### src/rtl/gpio_bank_pkg.sv
package gpio_bank_pkg;
  typedef enum logic [1:0] {
    REG_PINS   = 2'd0,
    REG_DRIVE  = 2'd1,
    REG_INVERT = 2'd2,
    REG_DIR    = 2'd3
  } regSel_e;

  typedef struct packed {
    logic loadDrive;
    logic loadInvert;
    logic loadDir;
    logic snapPins;
  } ctrlStrobes_t;
endpackage

### src/rtl/gpio_bank_ctrl.sv
module gpio_bank_ctrl
  import gpio_bank_pkg::*;
(
  input  logic         clk,
  input  logic         rstN,
  input  logic [1:0]   regAddr,
  input  logic         regWrEn,
  input  logic         regRdEn,
  output regSel_e      regSel,
  output ctrlStrobes_t strobes
);
  always_comb begin
    regSel = regSel_e'(regAddr);
    strobes = '0;
    if (regWrEn) begin
      unique case (regSel)
        REG_DRIVE:  strobes.loadDrive  = 1'b1;
        REG_INVERT: strobes.loadInvert = 1'b1;
        REG_DIR:    strobes.loadDir    = 1'b1;
        default:    ;
      endcase
    end else if (regRdEn && regSel == REG_PINS) begin
      strobes.snapPins = 1'b1;
    end
  end

  // A write to the read-only pin register raises no load strobe
  assert_pinreg_write_ignored_R6: assert property (@(posedge clk) disable iff (!rstN)
    (regWrEn && regAddr == 2'd0) |-> !(strobes.loadDrive || strobes.loadInvert || strobes.loadDir));

  // At most one register is loaded per access
  assert_single_load_R3: assert property (@(posedge clk) disable iff (!rstN)
    $onehot0({strobes.loadDrive, strobes.loadInvert, strobes.loadDir, strobes.snapPins}));
endmodule

### src/rtl/gpio_bank_datapath.sv
module gpio_bank_datapath
  import gpio_bank_pkg::*;
#(
  parameter int WIDTH       = 8,
  parameter int SYNC_STAGES = 2
) (
  input  logic             clk,
  input  logic             rstN,
  input  ctrlStrobes_t     strobes,
  input  regSel_e          regSel,
  input  logic [WIDTH-1:0] wrData,
  input  logic [WIDTH-1:0] padIn,
  output logic [WIDTH-1:0] rdData,
  output logic [WIDTH-1:0] padOe,
  output logic [WIDTH-1:0] padOut,
  output logic             intN
);
  localparam logic [WIDTH-1:0] ALL_ONES = {WIDTH{1'b1}};

  logic [WIDTH-1:0] syncChain [SYNC_STAGES];
  logic [WIDTH-1:0] pinLevel;
  logic [WIDTH-1:0] snapshot;
  logic [WIDTH-1:0] driveReg;
  logic [WIDTH-1:0] invertReg;
  logic [WIDTH-1:0] dirReg;
  logic [WIDTH-1:0] changedPins;

  always_ff @(posedge clk or negedge rstN) begin
    if (!rstN) begin
      for (int s = 0; s < SYNC_STAGES; s++) syncChain[s] <= '0;
    end else begin
      syncChain[0] <= padIn;
      for (int s = 1; s < SYNC_STAGES; s++) syncChain[s] <= syncChain[s-1];
    end
  end

  assign pinLevel = syncChain[SYNC_STAGES-1];

  always_ff @(posedge clk or negedge rstN) begin
    if (!rstN) begin
      driveReg  <= ALL_ONES;
      invertReg <= '0;
      dirReg    <= ALL_ONES;
      snapshot  <= '0;
    end else begin
      if (strobes.loadDrive)  driveReg  <= wrData;
      if (strobes.loadInvert) invertReg <= wrData;
      if (strobes.loadDir)    dirReg    <= wrData;
      if (strobes.snapPins)   snapshot  <= pinLevel;
    end
  end

  always_comb begin
    unique case (regSel)
      REG_PINS:   rdData = pinLevel ^ invertReg;
      REG_DRIVE:  rdData = driveReg;
      REG_INVERT: rdData = invertReg;
      default:    rdData = dirReg;
    endcase
  end

  assign padOe       = ~dirReg;
  assign padOut      = driveReg;
  assign changedPins = (pinLevel ^ snapshot) & dirReg;
  assign intN        = ~|changedPins;

  // Retaking the snapshot on stable pins clears the interrupt
  assert_snap_clears_int_R9: assert property (@(posedge clk) disable iff (!rstN)
    strobes.snapPins |=> (intN || (pinLevel != $past(pinLevel))));

  // With every pin an output the interrupt stays released
  assert_outputs_masked_R11: assert property (@(posedge clk) disable iff (!rstN)
    (padOe == ALL_ONES) |-> intN);

  // Direction only changes through its own load strobe
  assert_dir_hold_R3: assert property (@(posedge clk) disable iff (!rstN)
    !strobes.loadDir |=> $stable(padOe));

  // A pad level reaches the pin register through the full synchroniser
  assert_sync_latency_R7: assert property (@(posedge clk) disable iff (!rstN)
    $stable(syncChain[0]) |=> (pinLevel == $past(syncChain[0])));
endmodule

### src/rtl/gpio_bank_top.sv
module gpio_bank_top
  import gpio_bank_pkg::*;
#(
  parameter int WIDTH       = 8,
  parameter int SYNC_STAGES = 2
) (
  input  logic             clk,
  input  logic             rstN,
  input  logic [1:0]       regAddr,
  input  logic             regWrEn,
  input  logic             regRdEn,
  input  logic [WIDTH-1:0] regWrData,
  output logic [WIDTH-1:0] regRdData,
  input  logic [WIDTH-1:0] padIn,
  output logic [WIDTH-1:0] padOe,
  output logic [WIDTH-1:0] padOut,
  output logic             intN
);
  ctrlStrobes_t strobes;
  regSel_e      regSel;

  gpio_bank_ctrl i_ctrl (
    .clk     (clk),
    .rstN    (rstN),
    .regAddr (regAddr),
    .regWrEn (regWrEn),
    .regRdEn (regRdEn),
    .regSel  (regSel),
    .strobes (strobes)
  );

  gpio_bank_datapath #(.WIDTH(WIDTH), .SYNC_STAGES(SYNC_STAGES)) i_datapath (
    .clk     (clk),
    .rstN    (rstN),
    .strobes (strobes),
    .regSel  (regSel),
    .wrData  (regWrData),
    .padIn   (padIn),
    .rdData  (regRdData),
    .padOe   (padOe),
    .padOut  (padOut),
    .intN    (intN)
  );
endmodule

### config.mk
export PLATFORM = sky130hd
export DESIGN_NAME = gpio_bank_top
export DESIGN_NICKNAME = d
export VERILOG_FILES = /design/src/rtl/gpio_bank_pkg.sv /design/src/rtl/gpio_bank_ctrl.sv /design/src/rtl/gpio_bank_datapath.sv /design/src/rtl/gpio_bank_top.sv
export SDC_FILE = /design/constraint.sdc
export NUM_CORES = 1
export LEC_CHECK = 0
export BUFFER_PORTS_ARGS = -buffer_cell sky130_fd_sc_hd__buf_4
export CAP_MARGIN = 10
export CORE_MARGIN = 4
export CORE_UTILIZATION = 32
export DETAILED_ROUTE_END_ITERATION = 7
export PLACE_DENSITY_LB_ADDON = 0.25
export SYNTH_ARGS = -nofsm -noshare
export SYNTH_HDL_FRONTEND = slang
export SYNTH_HIERARCHICAL = 1
export SYNTH_SLANG_ARGS = --single-unit
### constraint.sdc
create_clock -name clk -period 2 [get_ports clk]
set_clock_uncertainty 0.2 [all_clocks]
set_input_delay 0.2 -clock clk [delete_from_list [all_inputs] [get_ports clk]]
set_output_delay 0.2 -clock clk [all_outputs]
set_load 0.1 [all_outputs]
==> impl_metrics.csv, run 1 <==
group,metric,value,unit
timing,period_needed,1.99,ns
routing,routed_wl,4.60,mm
timing,tightest_slew,0.598,ns
worst_hold_path,worstHoldStart,"i_datapath/syncChain[14]",
yosys,yosys_warnings,6,
place,port_buffers,46,
critical_path,worstSetupPathType,"flop to output pin",
routing,drtIter0Drc,47,
timing,hold_viol,0,
global_routing,use_met3,3.59,%
die,initial_utilization,33.5,%
routing,drcViolationCount,0,
cells_and_area,fin_area,3050,sq um
global_routing,grt_pass1_vias,1605,
power_and_ir_drop,powerDensity,1100,nW/um^2
global_routing,grt.busiest_layer,"met2",
timing,fmax,503,MHz
yosys,avgSynthCellArea,12.7,sq um
die,io_pins,47,
global_routing,overflow,0,
yosys,ys_seq_area_share,56.8,%
yosys,synth_fp_nets,192,
routing,wire_per_inst,14.6,um
cts,cts_buffers,5,
yosys,synth_seq_cells,48,
timing,slew_viol_final,0,
die,dieHeight,90.0,um
cells_and_area,layout_commonest_cell,"buf_4",
run_status,status,"complete, no violations",
cells_and_area,num_antenna_cells,0,
timing,fin_setup_tns,0,ns
yosys,synth_area,2150,sq um
place,place_area,2720,sq um
cells_and_area,multi_input_area,972,sq um
routing,firstDrtPassIters,4,
timing,fin_crit_sh,99.3,%
place,hpwl,3.12,mm
critical_path,cp_slowest_cell,"dfrtp_1",
cells_and_area,layout_common_cells,"52 x buf_4, 32 x dfrtp_1, 24 x mux2_2",
routing,dr_total_vias,1526,
timing,rsz0062_at_grt,"true",
cells_and_area,nNetsFinal,259,
yosys,synth_cells,170,
flow_run,maxCapViolCount,0,
critical_path,path_cells,"xnor2_1 > o22ai_2 > nor4_4 > buf_6",
yosys,yosys.area.top_type,"dfrtp_1",
die,die_area,8100,sq um
routing,viasPerCell,4.84,
die,die-width,90.0,um
worst_hold_path,min_path_type,"flop to flop",
power_and_ir_drop,ir_drop,0.741,mV
critical_path,crit_start,"i_datapath/snapshot[7]",
critical_path,cp-end-kind,"output pin",
routing,ant_nets,0,
cts,ctsHtreeMaxLevel,2,
cts,clk_path_buf_depth,2,
cells_and_area,utilization,47.5,%
die,coreArea,6420,sq um
cells_and_area,drive_gt1_share,56.7,%
yosys,ys_types,25,
critical_path,crit_arrival,1.59,ns
die,placementRows,29,
critical_path,path_max_fanout,2,
critical_path,slowest_delay,0.39,ns
global_routing,grt_pass1_wl,8.05,mm
cts,cts_sinks,48,
cts,cts_tree,"built",
global_routing,grt_util_all_layers,12.2,%
timing,setup_viol,0,
yosys,synth_area_leaders,"dfrtp_1 37%, dfstp_2 20%, mux2_2 13%",
critical_path,critPathRequiredTime,1.60,ns
power_and_ir_drop,p_leak,0.00124,uW
global_routing,use_met2,18.8,%
cts,cts_root_buf,"clkbuf_8",
critical_path,timing.rr.start,"i_datapath/dirReg[7]",
cells_and_area,area_delta_synth_final,41.9,%
timing,timing.hold.ws,0.148,ns
cells_and_area,seqCellArea,1250,sq um
cts,cts.clk_slew.worst_paths,0.09,ns
place,gp_congestion,0.731,
critical_path,start_kind,"flop",
yosys,netlist.area_leader.share,37.2,%
cells_and_area,fillers,594,
global_routing,use_met1,16.9,%
timing,relSlewSlack,60.1,%
global_routing,grt_max_degree,49,
global_routing,grt_antenna_before_repair,0,
cts,clock_latency,0.29,ns
## through the flow
step                setup WS, ns  cells  total power [uW]
floorplan                 -0.379    170              2470
global placement           0.185    284              2730
detailed placement         0.176    284              2740
CTS                      -0.0143    315              3380
global route             -0.0596    315              3510
finish                    0.0137    315              3360
## cell type report
cell class / count / share of cell area (%)
Timing Repair Buffer: 71 / 19.1
Tap cell: 77 / 3.16
Clock buffer: 8 / 2.95
Sequential cell: 48 / 41.0
Multi-Input combinational cell: 103 / 31.8
Inverter: 8 / 1.97
## repair_timing
item	4_1_cts	5_1_grt
pin swaps	4	0
hold buffers	17	0
resized for setup	2	4
buffers inserted	6	0
endpoints found under the hold margin	64	0
setup endpoints to repair	1	3
## worst paths after layout
check	endpoint	slack, ns	cells past startpoint
min in group asynchronous	i_datapath/syncChain[11]	0.24	2
setup reg to reg	i_datapath/dirReg[7]	0.85	2
hold / removal	i_datapath/pinLevel[6]	0.15	0
hold reg to reg	i_datapath/pinLevel[6]	0.15	0
setup / recovery	intN	0.01	4
max in group asynchronous	i_datapath/snapshot[2]	0.94	2
## synthesized netlist by cell type
cell type / number
a21oi_1: 6
o21ai_1: 7
mux2_2: 24
nor4b_2: 1
buf_4: 2
o21ai_0: 8
nor4_1: 1
a21oi_2: 1
buf_6: 2
mux2_4: 7
and3b_2: 2
and3_2: 1
nor2b_1: 1
dfrtp_1: 32
mux2i_1: 2
buf_2: 5
nor3b_1: 7
dfstp_2: 16
xnor2_1: 9
o22ai_1: 4
a22oi_1: 7
inv_1: 8
nor2_1: 7
nand2_1: 8
clkbuf_1: 2
## report_power, final
part | leakage, uW | switching, uW | internal (uW)
clock | 0.0000455 | 301 | 282
combinational | 0.000649 | 1020 | 461
sequential | 0.000549 | 117 | 1180
total | 0.00124 | 1440 | 1920
## worst max-delay path: cells and delay by family, from the launching register on
kind                   cells  cell delay (ns)
AO/OA/AOI/OAI              1             0.12
AND/OR/NAND/NOR            1             0.32
buffers and inverters      1             0.27
flip-flops                 1             0.39
XOR/XNOR                   1             0.19
## kinds of logic after synthesis
| family | Yosys count | synth area share [%] |
|---|---|---|
| AO/OA/AOI/OAI | 33 | 8.90 |
| XOR/XNOR | 9 | 3.67 |
| buffers and inverters | 19 | 4.65 |
| flip-flops | 48 | 56.8 |
| multiplexers | 33 | 18.4 |
| AND/OR/NAND/NOR | 28 | 7.62 |
## routing by layer
layer / vias to the layer above / wire (um)
li1: 722 / -
met1: 765 / 2190
met2: 34 / 2100
met3: 5 / 264
met4: 0 / 37
met5: - / 0
## state kept, by name (all words and copies together) (netlist names)
| name | flops |
|---|---|
| i_datapath/dirReg | 8 |
| i_datapath/invertReg | 8 |
| i_datapath/padOut | 8 |
| i_datapath/pinLevel | 8 |
| i_datapath/snapshot | 8 |
| i_datapath/syncChain | 8 |
No activity file was read; power rests on OpenSTA's default activity.
==> run 2: changes to the inputs <==
- ABC_AREA: default -> 1
- CTS_CLUSTER_SIZE: default -> 40
- PLACE_DENSITY_LB_ADDON: 0.25 -> 0.3
==> run 2 against run 1 <==
Total power is 8.6% lower. Global-route usage is 1.5 points higher. Wire length is 5.3% higher. Largest cell class unchanged. Largest power group is now registers. Highest routed layer unchanged.
==> impl_metrics.csv, run 2 <==
group,metric,value,unit
run_status,status,"complete, no violations",
critical_path,crit_buf_inv,2,
die,die-width,89.5,um
place,gp_congestion,0.740,
yosys,yosys_warnings,6,
cts,clock_latency,0.29,ns
power_and_ir_drop,p_comb_share,40.1,%
critical_path,cp_slowest_cell,"dfstp_4",
routing,firstDrtPassIters,4,
cells_and_area,nNetsFinal,323,
routing,drtIter0Drc,84,
power_and_ir_drop,switching_share,43.0,%
routing,ant_nets,0,
cts,clk_path_buf_depth,2,
timing,hold_viol,0,
yosys,synthTopCellsByCount,"71 x nand2_1, 32 x dfrtp_1, 24 x inv_1, 20 x nor2_1, 19 x o21ai_0",
power_and_ir_drop,finalPower,3070,uW
power_and_ir_drop,ir_drop,0.551,mV
cells_and_area,num_antenna_cells,0,
global_routing,grt_pass1_wl,8.36,mm
cts,ctsHtreeMaxLevel,2,
yosys,yosys.area.top_type,"dfrtp_1",
cts,cts_sinks,48,
routing,routed_wl,4.84,mm
place,port_buffers,46,
timing,fmax,529,MHz
global_routing,grt_pass1_vias,1704,
global_routing,grt_max_degree,49,
yosys,synth-edff-count,0,
yosys,synth_area_leaders,"dfrtp_1 38%, dfstp_2 20%, nand2_1 13%",
power_and_ir_drop,clockPowerShare,19.2,%
cts,cts_root_buf,"clkbuf_8",
die,dieHeight,89.5,um
timing,setup_viol,0,
critical_path,worstSetupPathType,"flop to output pin",
yosys,synth_cells,232,
power_and_ir_drop,p_int,1750,uW
cts,cts_buffers,5,
worst_hold_path,min_path_type,"input port to flop",
die,coreArea,6390,sq um
cells_and_area,utilization,45.4,%
yosys,netlist.area_leader.share,37.7,%
timing,timing.hold.ws,0.130,ns
cells_and_area,area_delta_synth_final,36.7,%
yosys,ys_types,14,
yosys,synth_area,2120,sq um
timing,rsz0062_at_grt,"false",
routing,viasPerCell,4.57,
global_routing,overflow,0,
cells_and_area,layout_common_cells,"71 x nand2_1, 50 x buf_4, 32 x dfrtp_1",
routing,wire_per_inst,12.8,um
timing,tightest_slew,0.618,ns
critical_path,start_kind,"flop",
critical_path,crit_arrival,1.49,ns
timing,relSlewSlack,58.8,%
critical_path,slowest_delay,0.63,ns
timing,slew_viol_final,0,
yosys,synth_seq_cells,48,
cells_and_area,drive_gt1_share,34.4,%
global_routing,grt_antenna_before_repair,0,
cells_and_area,layoutNonFillerInstCount,379,
die,placementRows,29,
timing,period_needed,1.89,ns
critical_path,critical_path.top_delay_family,"flip-flops",
place,hpwl,3.54,mm
flow_run,maxCapViolCount,0,
critical_path,critPathRequiredTime,1.60,ns
timing,fin_crit_sh,94.5,%
power_and_ir_drop,p_seq_share,40.7,%
yosys,avgSynthCellArea,9.15,sq um
global_routing,grt_util_all_layers,13.7,%
yosys,postSynth.asyncResetShare,100,%
cells_and_area,layout_commonest_cell,"nand2_1",
cts,cts_tree,"built",
cts,cts.clk_slew.worst_paths,0.09,ns
critical_path,path_cells,"inv_1 > o2111ai_4 > buf_4",
critical_path,cp-end-kind,"output pin",
yosys,synth_fp_nets,254,
power_and_ir_drop,power_switching,1320,uW
power_and_ir_drop,powerDensity,1060,nW/um^2
power_and_ir_drop,p_leak,0.00133,uW
die,die_area,8000,sq um
place,dpl.cell_count,354,
yosys,ys.flop_type,"dfrtp_1",
yosys,yosysMostFrequentCell,"nand2_1",
routing,drcViolationCount,0,
critical_path,path_max_fanout,2,
die,io_pins,47,
routing,dr_total_vias,1731,
die,initial_utilization,33.2,%
yosys,ys_seq_area_share,57.5,%
==> run 2: kinds of logic after synthesis <==
family / count (synthesis) / synth area share [%]
flip-flops: 48 / 57.5
multiplexers: 13 / 6.89
AO/OA/AOI/OAI: 27 / 7.78
buffers and inverters: 34 / 6.72
AND/OR/NAND/NOR: 110 / 21.1
==> run 2: metal layers <==
layer | vias to the layer above | global-route usage [%] | part of all wire [%]
li1 | 870 | - | -
met1 | 803 | 19.3 | 47
met2 | 52 | 20.8 | 44
met3 | 6 | 3.69 | 7.7
met4 | 0 | 4.06 | 1.3
met5 | - | 0 | 0
==> run 2: metrics by stage <==
stage          setup WS, ns  instance area [sq um]  TNS [ns]
2_1_floorplan        -0.411                   2200     -1.94
3_3_place_gp          0.285                   2640         0
3_5_place_dp          0.243                   2640         0
4_1_cts              0.0968                   2900         0
5_1_grt              0.0221                   2900         0
6_report              0.109                   2900         0
==> run 2: worst min-delay path: stages <==
cell and delay, ns:
buf_4 0.12, nand2_1 0.06, nor2_1 0.08, nand2_1 0.07
o21ai_0 0.06
==> run 2: power groups by stage <==
stage	logic [uW]	clock network [uW]	registers, uW
2_1_floorplan	743	0	1470
3_3_place_gp	1200	0	1270
3_5_place_dp	1210	0	1270
4_1_cts	1240	621	1250
5_1_grt	1310	663	1270
6_report	1230	590	1250
==> run 2: cell type report <==
cell class / count / area (sq um)
clock buffers: 8 / 90.1
fillers: 648 / 3480
inverters: 28 / 105
well taps: 77 / 96.3
multi-input cells: 150 / 821
flip-flops and latches: 48 / 1230
repair buffers: 68 / 557
==> run 2: worst paths after layout <==
kind	startpoint	slack, ns	depth (start not counted)	to
setup / recovery	i_datapath/padOut[1]	0.11	3	regRdData[1]
hold / removal	regWrEn	0.13	5	i_datapath/invertReg[4]
setup reg to reg	i_datapath/padOut[1]	0.87	2	i_datapath/padOut[1]
hold reg to reg	i_datapath/syncChain[9]	0.15	0	i_datapath/pinLevel[1]
max in group asynchronous	rstN	0.92	2	i_datapath/invertReg[2]
min in group asynchronous	rstN	0.26	2	i_datapath/invertReg[0]
==> run 2: timing repair <==
action                                 in CTS  in global routing
buffers inserted                            0                  0
resized for setup                           0                  1
setup endpoints to repair                   0                  1
endpoints found under the hold margin      64                  0
hold buffers                               17                  0
